<file path="src/rtl/sda_pkg.sv">
package sda_pkg;

  localparam int REGION_W  = 3;
  localparam int NREGIONS  = 1 << REGION_W;
  localparam int REMAP_W   = 32;
  localparam int OUTER_OFS = 16;
  localparam int SEL0_BIT  = 18;
  localparam int SEL1_BIT  = 19;
  localparam int OSH_BASE  = 24;
  localparam int IMPL_REGION = 6;

  localparam logic [1:0] CA_NC = 2'b00;
  localparam logic [1:0] CA_WT = 2'b10;
  localparam logic [1:0] CA_WB = 2'b11;
  localparam logic [1:0] HN_NONE = 2'b00;
  localparam logic [1:0] HN_RA   = 2'b10;
  localparam logic [1:0] HN_RWA  = 2'b11;
  localparam logic [1:0] DEV_NGNRNE = 2'b00;
  localparam logic [1:0] DEV_NGNRE  = 2'b01;

  typedef struct packed {
    logic       normal;
    logic [1:0] dev;
    logic [1:0] in_attr;
    logic [1:0] in_hint;
    logic [1:0] out_attr;
    logic [1:0] out_hint;
    logic       shr;
    logic       oshr;
    logic       impl;
  } attr_t;

  // Converts a 2-bit cacheability code into {attr, hint}.
  function automatic logic [3:0] conv_code(input logic [1:0] code);
    logic [3:0] r;
    case (code)
      2'b00:   r = {CA_NC, HN_NONE};
      2'b01:   r = {CA_WB, HN_RWA};
      2'b10:   r = {CA_WT, HN_RA};
      default: r = {CA_WB, HN_RA};
    endcase
    return r;
  endfunction

  function automatic attr_t device_attr(input logic [1:0] kind);
    attr_t a;
    a     = '0;
    a.dev = kind;
    return a;
  endfunction

  function automatic attr_t impl_attr();
    attr_t a;
    a      = '0;
    a.impl = 1'b1;
    return a;
  endfunction

  function automatic attr_t normal_attr(input logic [1:0] inner_code,
                                        input logic [1:0] outer_code,
                                        input logic shr, input logic oshr);
    attr_t a;
    a        = '0;
    a.normal = 1'b1;
    {a.in_attr, a.in_hint}   = conv_code(inner_code);
    {a.out_attr, a.out_hint} = conv_code(outer_code);
    a.shr    = shr;
    a.oshr   = oshr;
    return a;
  endfunction

endpackage

</file>
<file path="src/rtl/sda_default_dec.sv">
module sda_default_dec
  import sda_pkg::*;
(
  input  logic [2:0] tex,
  input  logic       cache_b,
  input  logic       buf_b,
  input  logic       share_b,
  output attr_t      res
);

  logic       reserved;
  logic [4:0] code;

  always_comb begin
    reserved = ((tex == 3'b001) && ({cache_b, buf_b} == 2'b01)) ||
               ((tex == 3'b010) && ({cache_b, buf_b} != 2'b00)) ||
               (tex == 3'b011);
    code = reserved ? 5'b00000 : {tex, cache_b, buf_b};
  end

  always_comb begin
    res = '0;
    if (code[4]) begin
      res = normal_attr(code[1:0], code[3:2], share_b, share_b);
    end else begin
      case (code[3:0])
        4'b0000:                   res = device_attr(DEV_NGNRNE);
        4'b0001, 4'b1000:          res = device_attr(DEV_NGNRE);
        4'b0010, 4'b0011, 4'b0100: res = normal_attr(code[1:0], code[1:0], share_b, share_b);
        4'b0110:                   res = impl_attr();
        4'b0111:                   res = normal_attr(2'b01, 2'b01, share_b, share_b);
        default:                   res = device_attr(DEV_NGNRNE);
      endcase
    end
  end

endmodule

</file>
<file path="src/rtl/sda_remap_dec.sv">
module sda_remap_dec
  import sda_pkg::*;
(
  input  logic [REGION_W-1:0] region,
  input  logic                share_b,
  input  logic [REMAP_W-1:0]  prim_remap,
  input  logic [REMAP_W-1:0]  norm_remap,
  output attr_t               res
);

  logic [1:0] kind_r  [NREGIONS];
  logic [1:0] inner_r [NREGIONS];
  logic [1:0] outer_r [NREGIONS];
  logic       osh_dis [NREGIONS];

  for (genvar r = 0; r < NREGIONS; r++) begin : g_slice
    assign kind_r[r]  = prim_remap[2*r+1 : 2*r];
    assign inner_r[r] = norm_remap[2*r+1 : 2*r];
    assign outer_r[r] = norm_remap[OUTER_OFS+2*r+1 : OUTER_OFS+2*r];
    assign osh_dis[r] = prim_remap[OSH_BASE+r];
  end

  logic [1:0] kind;
  logic       sbit;

  always_comb begin
    kind = kind_r[region];
    if (kind == 2'b11) kind = 2'b00;
    sbit = share_b ? prim_remap[SEL1_BIT] : prim_remap[SEL0_BIT];
    res  = '0;
    if (region == REGION_W'(IMPL_REGION)) begin
      res = impl_attr();
    end else begin
      case (kind)
        2'b01:   res = device_attr(DEV_NGNRE);
        2'b10:   res = normal_attr(inner_r[region], outer_r[region],
                                   sbit, sbit & ~osh_dis[region]);
        default: res = device_attr(DEV_NGNRNE);
      endcase
    end
  end

endmodule

</file>
<file path="src/rtl/sda_attr_decoder.sv">
module sda_attr_decoder
  import sda_pkg::*;
(
  input  logic        clk,
  input  logic        rst_n,
  input  logic        in_valid,
  input  logic        remap_en,
  input  logic [2:0]  tex,
  input  logic        cache_b,
  input  logic        buf_b,
  input  logic        share_b,
  input  logic [31:0] prim_remap,
  input  logic [31:0] norm_remap,
  output logic        out_valid,
  output logic        out_normal,
  output logic [1:0]  out_dev_kind,
  output logic [1:0]  out_in_attr,
  output logic [1:0]  out_in_hint,
  output logic [1:0]  out_out_attr,
  output logic [1:0]  out_out_hint,
  output logic        out_share,
  output logic        out_oshare,
  output logic        out_impl,
  output logic        out_transient,
  output logic        out_tagged
);

  attr_t df_res, rm_res, res_d, res_q;
  logic  vld_q;

  sda_default_dec u_default (
    .tex     (tex),
    .cache_b (cache_b),
    .buf_b   (buf_b),
    .share_b (share_b),
    .res     (df_res)
  );

  sda_remap_dec u_remap (
    .region     ({tex[0], cache_b, buf_b}),
    .share_b    (share_b),
    .prim_remap (prim_remap),
    .norm_remap (norm_remap),
    .res        (rm_res)
  );

  // Next-state with explicit load enable.
  always_comb begin
    res_d = res_q;
    if (in_valid) res_d = remap_en ? rm_res : df_res;
  end

  always_ff @(posedge clk or negedge rst_n) begin
    if (!rst_n) begin
      res_q <= '0;
      vld_q <= 1'b0;
    end else begin
      res_q <= res_d;
      vld_q <= in_valid;
    end
  end

  assign out_valid     = vld_q;
  assign out_normal    = res_q.normal;
  assign out_dev_kind  = res_q.dev;
  assign out_in_attr   = res_q.in_attr;
  assign out_in_hint   = res_q.in_hint;
  assign out_out_attr  = res_q.out_attr;
  assign out_out_hint  = res_q.out_hint;
  assign out_share     = res_q.shr;
  assign out_oshare    = res_q.oshr;
  assign out_impl      = res_q.impl;
  assign out_transient = 1'b0;
  assign out_tagged    = 1'b0;


  valid_follow_chk: assert property (@(posedge clk) disable iff (!rst_n)
    in_valid |=> out_valid);


  idle_hold_chk: assert property (@(posedge clk) disable iff (!rst_n)
    !in_valid |=> (!out_valid && $stable(res_q)));


  device_clean_chk: assert property (@(posedge clk) disable iff (!rst_n)
    (out_valid && !out_normal) |->
      (out_in_attr == 2'b00 && out_out_attr == 2'b00 && !out_share && !out_oshare));


  impl_excl_chk: assert property (@(posedge clk) disable iff (!rst_n)
    out_impl |-> (!out_normal && out_dev_kind == 2'b00));


  dev_kind_legal_chk: assert property (@(posedge clk) disable iff (!rst_n)
    (out_valid && !out_normal) |-> !out_dev_kind[1]);


  oshare_sub_chk: assert property (@(posedge clk) disable iff (!rst_n)
    out_oshare |-> out_share);

endmodule

</file>
<file path="config.mk">
export PLATFORM = sky130hd
export DESIGN_NAME = sda_attr_decoder
export DESIGN_NICKNAME = d
export VERILOG_FILES = /design/src/rtl/sda_pkg.sv /design/src/rtl/sda_default_dec.sv /design/src/rtl/sda_remap_dec.sv /design/src/rtl/sda_attr_decoder.sv
export SDC_FILE = /design/constraint.sdc
export NUM_CORES = 1
export LEC_CHECK = 0
export BUFFER_PORTS_ARGS = -buffer_cell sky130_fd_sc_hd__clkbuf_2
export CAP_MARGIN = 10
export CORE_MARGIN = 10
export CORE_UTILIZATION = 30
export CTS_CLUSTER_DIAMETER = 30
export DETAILED_ROUTE_END_ITERATION = 8
export PLACE_DENSITY = 0.6
export SYNTH_ARGS = -nofsm -noshare
export SYNTH_HDL_FRONTEND = slang
export SYNTH_SLANG_ARGS = --single-unit
</file>
<file path="constraint.sdc">
create_clock -name clk -period 2.4 [get_ports clk]
set_clock_uncertainty 0.1 [all_clocks]
set_input_delay 0.48 -clock clk [delete_from_list [all_inputs] [get_ports clk]]
set_output_delay 0.48 -clock clk [all_outputs]
set_load 0.005 [all_outputs]
</file>
* Yosys cells after proc, flatten, opt, wreduce, memory -nomap -nowiden
Index checks and enable logic that the tools add are counted. W data, S select, Z words.
Word-level totals: flip-flop bits (word level) 15, word-level logic and storage cells 72
Operators by class: reductions and logical operators 11, mux-type cells 24, bitwise operators 3, $lt $le $gt $ge 1, equality and inequality tests 23
Operators with widths (number):
- $pmux W14 S4 | 1
- $pmux W4 S3 | 4
- $mux W14 | 3
- $pmux W14 S2 | 1
- $bmux W2 S3 | 3
- $mux W2 | 7
- $eq A2 B1 Y1 const B | 6
- $eq A2 B2 Y1 const B | 6
- $eq A4 B3 Y1 const B | 3
- $eq A4 B2 Y1 const B | 2
- $logic_not A2 Y1 | 4
- $eq A3 B2 Y1 const B | 2
- $mux W5 | 1
- $eq A4 B1 Y1 const B | 1
- $eq A4 B4 Y1 const B | 1
- $ge A4 B4 Y1 const B | 1
- $not A3 Y4 | 1
- $bmux W1 S3 | 1
- $eq A3 B1 Y1 const B | 1
- $eq A3 B3 Y1 const B | 1
- $mux W1 | 3
- $reduce_or A3 Y1 | 1
- $logic_and A1 B1 Y1 | 2
- $logic_or A1 B1 Y1 | 2
- 4 further kinds | 4

* Longest topological paths before layout
Gate-level depths: netlist of run 1.
word-level depth 10, mapped depth 11

* Cells and area by module
A second synthesis of run 1 with hierarchy kept.
Second synthesis, totals: cell total of the unflattened synthesis 144, area total of the unflattened synthesis 1539.0 sq um
By module, submodules not included:
- sda_attr_decoder | cells each 65, instances 1, area each 704.4 sq um
- sda_remap_dec | cells each 49, instances 1, area each 639.4 sq um
- sda_default_dec | cells each 30, instances 1, area each 195.2 sq um

* Worst setup path before layout of run 1
No wires, ideal clock.
path type input-to-reg, start point input port buf_b, end point register res_q, in the netlist out_in_hint[0], stages on the path 11, slack -0.442 ns, data required time 2.227 ns, data arrival time 2.669 ns, cells stage by stage buf_6 -> buf_12 -> buf_6 -> mux4_2 -> mux2i_1 -> inv_1 -> ha_1 -> nand4b_2 -> or2_1 -> o32a_2 -> a21oi_2
Between the ends: word-level cells in the longest chain between the ends 10, elaborated cells between the ends (all ways) 41, those cells by class 16 x eq/ne; 15 x mux; 1 x bitwise; 9 x reduce/logical
RTL lines:
- from (decl) | line sda_attr_decoder.sv:10 | input logic buf_b,
- $not A3 Y4 (not written as such) (tied with other cells) | line sda_remap_dec.sv:27, sda_remap_dec.sv:36
- $bmux W2 S3 (tied with other cells) | line sda_remap_dec.sv:27 | kind = kind_r[region];
- $mux W2 (not written as such) or $logic_or A1 B1 Y1 (tied branches) | line sda_remap_dec.sv:27, sda_default_dec.sv:15
- $mux W2 (not written as such) or $logic_or A1 B1 Y1 (tied branches) | line sda_remap_dec.sv:27, sda_default_dec.sv:16
- $eq A2 B2 Y1 or $mux W5 (tied branches) | line sda_remap_dec.sv:28, sda_default_dec.sv:18
- $mux W2 (tied with other cells) | line sda_remap_dec.sv:28 | if (kind == 2'b11) kind = 2'b00;
- $eq A2 B2 Y1 (tied with other cells) | line sda_remap_dec.sv:34 | case (kind)
- $pmux W14 S2 or $pmux W14 S4 (tied branches) | line sda_remap_dec.sv:34, sda_default_dec.sv:26
- $mux W14 (on tied branches) | line sda_remap_dec.sv:31, sda_default_dec.sv:23
- $mux W14 * | line sda_attr_decoder.sv:50 | if (in_valid) res_d = remap_en ? rm_res : df_res;
- to (signal assigned) | line sda_attr_decoder.sv:58 | res_q <= res_d;
- to (decl) | line sda_attr_decoder.sv:28 | attr_t df_res, rm_res, res_d, res_q;
Every way passes the cells marked *; elsewhere a longest branch is shown, timed or not. The select of a mux whose other input is x is not followed. A chain may end at the register's enable or synchronous reset.

* Worst setup path in the final report of run 1
Ends and elaborated chain as after synthesis.

==> results of run 1 <==
-- layer usage --
| layer | vias up | global-route usage |
|---|---|---|
| met5 | - | 0 |
| met4 | 0 | 0.0320 |
| met3 | 2 | 0.0464 |
| met2 | 57 | 0.161 |
| met1 | 521 | 0.123 |
| li1 | 603 | - |
-- cell usage after synthesis (2+ instances only) --
cell / count / area share
buf_2: 2 / 0.0081
a31oi_1: 4 / 0.020
buf_6: 3 / 0.027
o22a_1: 2 / 0.014
mux4_1: 2 / 0.043
buf_4: 6 / 0.036
nand2_1: 3 / 0.0091
nor2_1: 13 / 0.040
clkbuf_1: 3 / 0.0091
o21ai_0: 2 / 0.0081
nand3_1: 2 / 0.0081
mux4_2: 10 / 0.18
dfrtp_1: 12 / 0.24
inv_1: 7 / 0.021
mux2i_1: 13 / 0.11
nor2b_1: 3 / 0.015
a21oi_1: 8 / 0.032
ha_1: 2 / 0.020
-- placed cells by master (no fill, tap or decap), drive strengths merged, types with 3 or more instances in the layout --
cell and instances:
clkbuf 83, nand2 3, a21oi 9, o21ai 4
nor2b 3, nor2 13, a31oi 4, mux2i 13
buf 10, inv 7, conb 3, mux4 12
dfrtp 12
-- through the flow --
step | power [mW] | std cells | setup TNS (ns) | hold WS [ns]
floorplan | 0.399 | 121 | -1.12 | 0.0844
global placement | 0.498 | 246 | -1.55 | 0.276
detailed placement | 0.502 | 246 | -1.63 | 0.278
CTS | 0.682 | 249 | 0 | 0.0250
global route | 0.723 | 249 | 0 | 0.0366
finish | 0.676 | 249 | 0 | 0.0143
-- flip-flops by register name (all words and copies together) (netlist names) --
signal        flops
out_in_hint       2
out_out_attr      2
out_dev_kind      1
out_impl          1
out_in_attr       1
out_normal        1
out_oshare        1
out_out_hint      1
out_share         1
out_valid         1
-- final timing paths --
kind / endpoint
hold / removal: out_dev_kind[0]
setup reg to reg: out_out_attr[1]
hold reg to reg: out_in_hint[0]
setup / recovery: out_in_hint[0]
max in group asynchronous: out_in_attr[0]
min in group clk: out_in_hint[0]
-- layout make-up --
class | instances | area, um2 | share of cell area
Clock buffer | 3 | 41.3 | 0.0239
Inverter | 7 | 26.3 | 0.0152
Multi-Input combinational cell | 87 | 821 | 0.474
Sequential cell | 12 | 300 | 0.174
Tap cell | 50 | 62.6 | 0.0362
Timing Repair Buffer | 90 | 479 | 0.277
-- power by group --
| part | total (mW) | internal, mW | switching (mW) |
|---|---|---|---|
| clock | 0.177 | 0.110 | 0.0666 |
| combinational | 0.264 | 0.150 | 0.114 |
| sequential | 0.236 | 0.223 | 0.0124 |
-- kinds of logic after synthesis --
logic type | synth area share
AOI/OAI and AO/OA | 0.139
xor gates and xnor gates | 0.0142
adders and majority gates | 0.0203
buffers and inverters | 0.119
DFF | 0.243
muxes | 0.339
other | 0.00304
and+or+nand+nor | 0.123
-- timing repair --
item	in CTS	in global routing
resized for setup	1	5
hold buffers	0	0
setup endpoints to repair	1	5
endpoints found under the hold margin	0	0
==> impl_metrics.py, run 1 <==
metrics = {
    "placed_design": {
        "dpl_cell_area_um2": 1670,
        "routabilityCongestion": 0.767,
        "numPortBuffers": 81,
        "dp_hpwl_mm": 3.31,
        "place_ws_ns": -0.252,
    },
    "synthesis": {
        "syn_inst": 119,
        "synth_area_um2": 1230,
        "synth-async-reset-ratio": 1.00,
        "ys_seq_elements": 12,
        "synth_edf_count": 0,
        "ys_seq_area_frac": 0.243,
        "yosys.cell_types.count": 40,
        "syn_avg_cell_area_um2": 10.4,
        "synth_warnings": 0,
        "synthFlopType": "dfrtp_1",
    },
    "cells_and_area": {
        "drive_gt1_frac": 0.558,
        "synthToLayoutAreaGrowth_pct": 40.1,
        "fin_area_um2": 1730,
        "fill_cells": 408,
        "diodes": 0,
        "fin_nets": 277,
        "final_core_util": 0.433,
    },
    "floorplanning": {
        "dieArea_um2": 7080,
        "rows": 23,
        "die_w_um": 84.2,
        "start_util": 0.309,
        "core_area_um2": 4000,
        "die_y_um": 84.2,
        "boundaryPins": 91,
    },
    "drt": {
        "top_layer": "met4",
        "wire_per_inst_um": 15.2,
        "drtAntennaViolNets": 0,
        "routed_wl_mm": 3.79,
        "dr_wl_met2_mm": 1.68,
        "vias": 1183,
        "drt-met1-wl_mm": 1.68,
        "drc": 0,
        "dr.pass1.iters": 4,
        "wl_met3_um": 415,
        "drtIter0Drc": 24,
        "via_per_inst": 4.75,
    },
    "sta": {
        "setup_slack_ns": 0.147,
        "rsz0062_at_grt": "false",
        "min_period_ns": 2.25,
        "fmax_ghz": 0.444,
        "hold_violations": 0,
        "finalCritPeriodShare": 0.939,
        "slew_viol_final": 0,
        "setup-violations-final": 0,
    },
    "pwr": {
        "ir_drop_mv": 0.135,
        "leakage_nw": 0.890,
        "p_per_area_nw_per_um2": 391,
    },
    "global_routing": {
        "grt_max_degree": 22,
        "grt_pass1_vias": 1332,
        "antenna_found_initial": 0,
        "grt_pass1_wl_mm": 6.24,
        "track_usage": 0.103,
        "grt_overflow_total": 0,
    },
    "clock_tree": {
        "numCtsBuffers": 3,
        "cts_max_level": 1,
        "cts_buffer_depth": 2,
        "tritoncts": "done",
        "path_clk_slew_ns": 0.05,
        "clock-sinks": 12,
        "clock_latency_ns": 0.23,
        "postCtsSetupRepairBufs": 0,
        "cts_root_buf": "clkbuf_8",
    },
    "worst_setup_path": {
        "cpMaxStageDelayCell": "mux4_2",
        "crit_chain": "buf_6 -> mux4_2 -> mux2i_1 -> inv_1 -> ha_1 -> nand4b_4 -> or2_1 -> o32a_2 -> a21oi_2",
        "regToRegStartpoint": "out_out_attr[1]",
        "worstPathArrival_ns": 2.32,
        "cp_top_family": "multiplexers",
        "slowest_delay_ns": 0.49,
        "critPathMaxFanout": 5,
        "start_kind": "primary input",
        "path_class": "in2reg",
        "cp-end-kind": "register",
        "cp-startpoint": "buf_b",
        "worstRegToRegCells": 1,
        "critPathRequiredTime_ns": 2.46,
        "ff2ff_setup_slack_ns": 1.60,
        "worstPathBufferInverterCount": 2,
        "critical_path_depth": 9,
    },
    "hold_path": {
        "min_path_type": "in2async",
    },
    "job": {
        "maxCapViolations": 0,
    },
    "outcome": {
        "status": "complete, no violations",
    },
}
Note: power is estimated with default switching activity, not from simulation.
==> run 2: changes to the inputs <==
--- a/config.mk
+++ b/config.mk
@@ -14,2 +14,3 @@
 export PLACE_DENSITY = 0.6
+export SETUP_SLACK_MARGIN = 0.15
 export SYNTH_ARGS = -nofsm -noshare
==> constraint.sdc (replaced) <==
create_clock -name clk -period 2.4 [get_ports clk]
set_clock_uncertainty 0.1 [all_clocks]
set_input_delay 0.12 -clock clk [delete_from_list [all_inputs] [get_ports clk]]
set_output_delay 0.12 -clock clk [all_outputs]
set_load 0.005 [all_outputs]
==> run 2 against run 1 <==
Against the previous run:
- wire length rose by 1.8%
- sequential power barely moved
- die area did not move
- via count rose by 2.5%
- total power rose by 3.9%
==> impl_metrics.py, run 2 (synthesized netlist as in run 1, its figures left out) <==
metrics = {
    "worst_setup_path": {
        "cp-end-kind": "register",
        "regToRegStartpoint": "out_out_attr[1]",
        "r2r-end": "out_out_attr[1]",
        "worstRegToRegCells": 1,
        "path_class": "in2reg",
        "ff2ff_setup_slack_ns": 1.60,
        "critPathMaxFanout": 5,
        "critPathRequiredTime_ns": 2.47,
        "start_kind": "primary input",
        "worstPathArrival_ns": 2.17,
        "critPathCapture": "out_in_hint[0]",
        "cp-startpoint": "buf_b",
    },
    "drt": {
        "via_per_inst": 4.91,
        "vias": 1212,
        "wire_per_inst_um": 15.6,
        "drc": 0,
        "routed_wl_mm": 3.86,
        "drtAntennaViolNets": 0,
        "dr.pass1.iters": 4,
        "drtIter0Drc": 30,
    },
    "cells_and_area": {
        "fin_area_um2": 1700,
        "multi_input_area_um2": 805,
        "layout_common_cells": "81 x clkbuf_2, 13 x mux2i_1, 13 x nor2_1",
        "layout_commonest_cell": "clkbuf_2",
        "diodes": 0,
        "final-seq-area_um2": 300,
        "synthToLayoutAreaGrowth_pct": 37.8,
        "fin_nets": 274,
        "fill_cells": 392,
        "drive_gt1_frac": 0.538,
    },
    "clock_tree": {
        "numCtsBuffers": 3,
        "clock_latency_ns": 0.24,
        "postCtsSetupRepairBufs": 0,
        "cts_max_level": 1,
        "cts_resized": 0,
        "path_clk_slew_ns": 0.05,
        "cts-hold-fix-buffers": 1,
        "tritoncts": "done",
        "clock-sinks": 12,
        "cts_root_buf": "clkbuf_8",
        "cts_buffer_depth": 2,
    },
    "floorplanning": {
        "start_util": 0.309,
        "core_area_um2": 4000,
        "rows": 23,
        "dieArea_um2": 7080,
        "die_y_um": 84.2,
        "boundaryPins": 91,
        "die_w_um": 84.2,
    },
    "pwr": {
        "p_per_area_nw_per_um2": 413,
        "cellInternalPower_uw": 508,
        "power_frac_comb": 0.359,
        "sw_frac_of_total": 0.277,
        "p_sw_uw": 194,
        "clkPwrFrac": 0.306,
        "ir_drop_mv": 0.170,
        "power_frac_seq": 0.335,
        "leakage_nw": 0.880,
    },
    "outcome": {
        "status": "complete, no violations",
    },
    "sta": {
        "hold_violations": 0,
        "rsz0062_at_grt": "false",
        "min_period_ns": 2.10,
        "setup-violations-final": 0,
        "slew_viol_final": 0,
        "setup-tns-final_ns": 0,
        "finalCritPeriodShare": 0.875,
        "fmax_ghz": 0.476,
    },
    "placed_design": {
        "dpl_cell_area_um2": 1640,
        "dp_hpwl_mm": 3.44,
        "numPortBuffers": 81,
        "routabilityCongestion": 0.792,
    },
    "global_routing": {
        "grt_overflow_total": 0,
        "antenna_found_initial": 0,
        "track_usage": 0.107,
        "grt_pass1_vias": 1379,
        "grt_pass1_wl_mm": 6.44,
        "grt_max_degree": 22,
    },
    "job": {
        "maxCapViolations": 0,
    },
    "hold_path": {
        "min_path_type": "in2reg",
    },
}
## run 2: cell types whose count changed in the layout (fill, tap and decap cells not counted), sizes merged
cell / previous run / this run
buf: 10 / 5
dlygate4sd3: 0 / 1
clkbuf: 83 / 85
## run 2: how the worst min path moves through the flow
stage	from	end	slack (ns)	cells after the start
detailed placement	rst_n	out_impl	-0.08	1
CTS	tex[1]	out_out_hint[0]	0.16	3
global route	tex[1]	out_out_hint[0]	0.19	3
finish	tex[1]	out_out_hint[0]	0.16	3
global placement	rst_n	out_dev_kind[0]	-0.08	1
floorplan	rst_n	out_dev_kind[0]	-0.28	0
## run 2: critical path, cell delays in order
cell	delay, ns
clkbuf_2	0.19
mux4_2	0.53
mux2i_1	0.22
inv_1	0.07
ha_1	0.27
nand4b_4	0.18
or2_1	0.25
o32a_2	0.21
a21oi_2	0.11
## run 2: power by group through the flow
stage	Combinational [mW]	Clock, mW	Sequential (mW)
5_1_grt	0.281	0.237	0.238
3_5_place_dp	0.256	0	0.239
4_1_cts	0.258	0.223	0.236
6_report	0.252	0.215	0.235
3_3_place_gp	0.251	0	0.238
2_1_floorplan	0.160	0	0.239
## run 2: routing by layer
layer	wire length, um	up-vias	global-route usage	part of all wire
met5	0	-	0	0
met2	1780	61	0.176	0.46
met1	1630	549	0.122	0.42
met3	419	4	0.0522	0.11
met4	25	0	0.0228	0.0065
li1	-	598	-	-
## run 2: layout make-up
| cell class | instances | area share |
|---|---|---|
| clock buffer | 4 | 0.0324 |
| inverter | 7 | 0.0154 |
| multi-input combinational | 87 | 0.473 |
| sequential | 12 | 0.176 |
| tap | 50 | 0.0368 |
| timing repair buffer | 87 | 0.266 |
## run 2: metrics by stage
step	setup WS [ns]	util	hold slack (ns)	total power, mW	cells
after CTS	0.292	0.425	0.157	0.716	247
after detailed placement	0.0501	0.409	-0.0823	0.495	242
after floorplan	0.0343	-	-0.276	0.399	121
after global placement	0.0870	0.409	-0.0849	0.489	242
after global routing	0.192	0.425	0.189	0.756	247
final	0.299	0.425	0.165	0.702	247
==> run 3: changes to the inputs <==
- ABC_AREA: not set -> 1
- PLACE_DENSITY: 0.6 -> 0.56
==> run 3 against run 2 <==
Against the previous run:
- sequential power is essentially flat
- global-route usage grew 1.8 points
- clock power shrank 15%
- register-to-register slack gained 0.05 ns
- combinational power grew 13%
- synthesized cell count grew 130%
- wire length grew 32%
- core utilization shrank 1.3 points
- worst setup slack gained 0.19 ns
==> impl_metrics.py, run 3 <==
metrics = {
    "global_routing": {
        "grt_max_degree": 25,
        "grt_overflow_total": 0,
        "grt_pass1_vias": 1915,
        "grt_pass1_wl_mm": 8.94,
        "track_usage": 0.125,
        "antenna_found_initial": 0,
    },
    "sta": {
        "setup-violations-final": 0,
        "rsz0062_at_grt": "false",
        "worst_hold_slack_ns": 0.0690,
        "slew_viol_final": 0,
        "min_period_ns": 1.91,
        "finalCritPeriodShare": 0.797,
        "hold_violations": 0,
        "setup-tns-final_ns": 0,
        "fmax_ghz": 0.523,
    },
    "floorplanning": {
        "core_area_um2": 4820,
        "die_y_um": 91.3,
        "boundaryPins": 91,
        "rows": 25,
        "die_w_um": 91.3,
        "dieArea_um2": 8330,
        "start_util": 0.316,
    },
    "cells_and_area": {
        "fill_cells": 593,
        "diodes": 0,
        "drive_gt1_frac": 0.307,
        "fin_area_um2": 1980,
        "multi_input_area_um2": 971,
        "layout_common_cells": "108 x nand2_1, 81 x clkbuf_2, 29 x inv_1",
        "synthToLayoutAreaGrowth_pct": 30.2,
        "final-seq-area_um2": 300,
        "fin_nets": 423,
        "layout_commonest_cell": "nand2_1",
    },
    "synthesis": {
        "synth_edf_count": 0,
        "yosysTopAreaCellShare": 0.266,
        "synth_commonest_cells": "108 x nand2_1, 29 x inv_1, 26 x nor2_1",
        "syn_inst": 269,
        "syn_avg_cell_area_um2": 5.67,
        "yosysMostFrequentCell": "nand2_1",
        "synth_warnings": 0,
        "synth_top_area_cell": "nand2_1",
        "yosys.cell_types.count": 32,
        "ys_seq_elements": 12,
        "synth-async-reset-ratio": 1.00,
        "ys_seq_area_frac": 0.197,
        "yosys-top-cells-area": "nand2_1 27%, dfrtp_1 20%, nand3_1 8.2%",
        "synthFlopType": "dfrtp_1",
        "synth_area_um2": 1520,
    },
    "clock_tree": {
        "cts_max_level": 1,
        "cts_buffer_depth": 2,
        "path_clk_slew_ns": 0.05,
        "cts_resized": 0,
        "postCtsSetupRepairBufs": 0,
        "numCtsBuffers": 3,
        "cts-hold-fix-buffers": 1,
        "clock-sinks": 12,
        "clock_latency_ns": 0.24,
        "tritoncts": "done",
        "cts_root_buf": "clkbuf_8",
    },
    "pwr": {
        "ir_drop_mv": 0.151,
        "cellInternalPower_uw": 457,
        "p_sw_uw": 244,
        "p_per_area_nw_per_um2": 353,
        "clkPwrFrac": 0.261,
        "power_frac_seq": 0.332,
        "sw_frac_of_total": 0.348,
        "leakage_nw": 1.19,
        "p_total_uw": 701,
        "power_frac_comb": 0.407,
    },
    "worst_setup_path": {
        "critPathRequiredTime_ns": 2.47,
        "start_kind": "primary input",
        "critPathMaxFanout": 7,
        "path_class": "in2reg",
        "cp-end-kind": "register",
        "worstPathArrival_ns": 1.98,
    },
    "drt": {
        "drtIter0Drc": 99,
        "dr.pass1.iters": 4,
        "vias": 1840,
        "wire_per_inst_um": 12.4,
        "drtAntennaViolNets": 0,
        "via_per_inst": 4.47,
        "drc": 0,
        "routed_wl_mm": 5.09,
    },
    "placed_design": {
        "dp_hpwl_mm": 4.27,
        "numPortBuffers": 81,
        "routabilityCongestion": 0.862,
        "dpl_cell_area_um2": 1930,
    },
    "job": {
        "maxCapViolations": 0,
    },
    "outcome": {
        "status": "complete, no violations",
    },
    "hold_path": {
        "min_path_type": "in2reg",
    },
}
-- run 3: changes by cell type in the layout (fill, tap and decap cells not counted), sizes merged, moves of 7 or more --
cell   before  now
inv         7   33
o21ai       4   11
mux2i      13    0
nand2       3  111
nand3       2   27
nor2       13   27
mux4       12    0
-- run 3: through the flow --
step / setup WS, ns / std cells / utilization
after floorplan: 0.505 / 271 / -
after global placement: 0.263 / 408 / 0.401
after detailed placement: 0.224 / 408 / 0.401
after CTS: 0.470 / 412 / 0.412
after global routing: 0.269 / 412 / 0.412
final: 0.486 / 412 / 0.412
-- run 3: path summary, 6_finish.rpt --
| check | startpoint | end | slack [ns] | depth (start not counted) |
|---|---|---|---|---|
| setup / recovery | buf_b | out_oshare | 0.49 | 14 |
| max in group asynchronous | rst_n | out_dev_kind[0] | 1.77 | 2 |
| hold reg to reg | out_out_hint[0] | out_out_hint[0] | 0.38 | 2 |
| hold / removal | share_b | out_oshare | 0.07 | 3 |
| setup reg to reg | out_share | out_share | 1.65 | 2 |
| min in group asynchronous | rst_n | out_share | 0.20 | 2 |
-- run 3: power by group through the flow --
stage	Combinational (mW)	Sequential (mW)	Clock [mW]
after floorplan	0.180	0.238	0
after global placement	0.287	0.236	0
after detailed placement	0.289	0.236	0
after CTS	0.291	0.233	0.188
after global routing	0.336	0.236	0.200
final	0.285	0.233	0.183
-- run 3: cells by family after synthesis --
group / after synthesis / synth area share
other: 1 / 0.00246
flip-flops: 12 / 0.197
AND/OR/NAND/NOR: 172 / 0.484
adder cells (fa/ha/maj): 2 / 0.0164
buffers and inverters: 51 / 0.171
AO/OA/AOI/OAI: 31 / 0.129
-- run 3: critical path, cell delays in order --
cell and delay, ns:
clkbuf_2 0.14, nor2_1 0.29, nand2_1 0.11, o211ai_2 0.08, inv_1 0.06, o21ai_2 0.16
inv_2 0.04, ha_1 0.28, nand3b_1 0.20, nor2_1 0.18, nand3_1 0.09, nand2_1 0.06
inv_1 0.04, a21oi_1 0.13
-- run 3: area by class of cell --
class / count / area share
inverters: 34 / 0.0643
multi-input cells: 208 / 0.489
flip-flops and latches: 12 / 0.151
well taps: 67 / 0.0422
repair buffers: 88 / 0.232
clock buffers: 3 / 0.0208
-- run 3: layer usage --
layer	up-vias	track usage	routed length, um
met3	5	0.0354	332
met5	-	0	0
li1	990	-	-
met2	51	0.223	2550
met4	0	0.0196	32
met1	794	0.147	2170
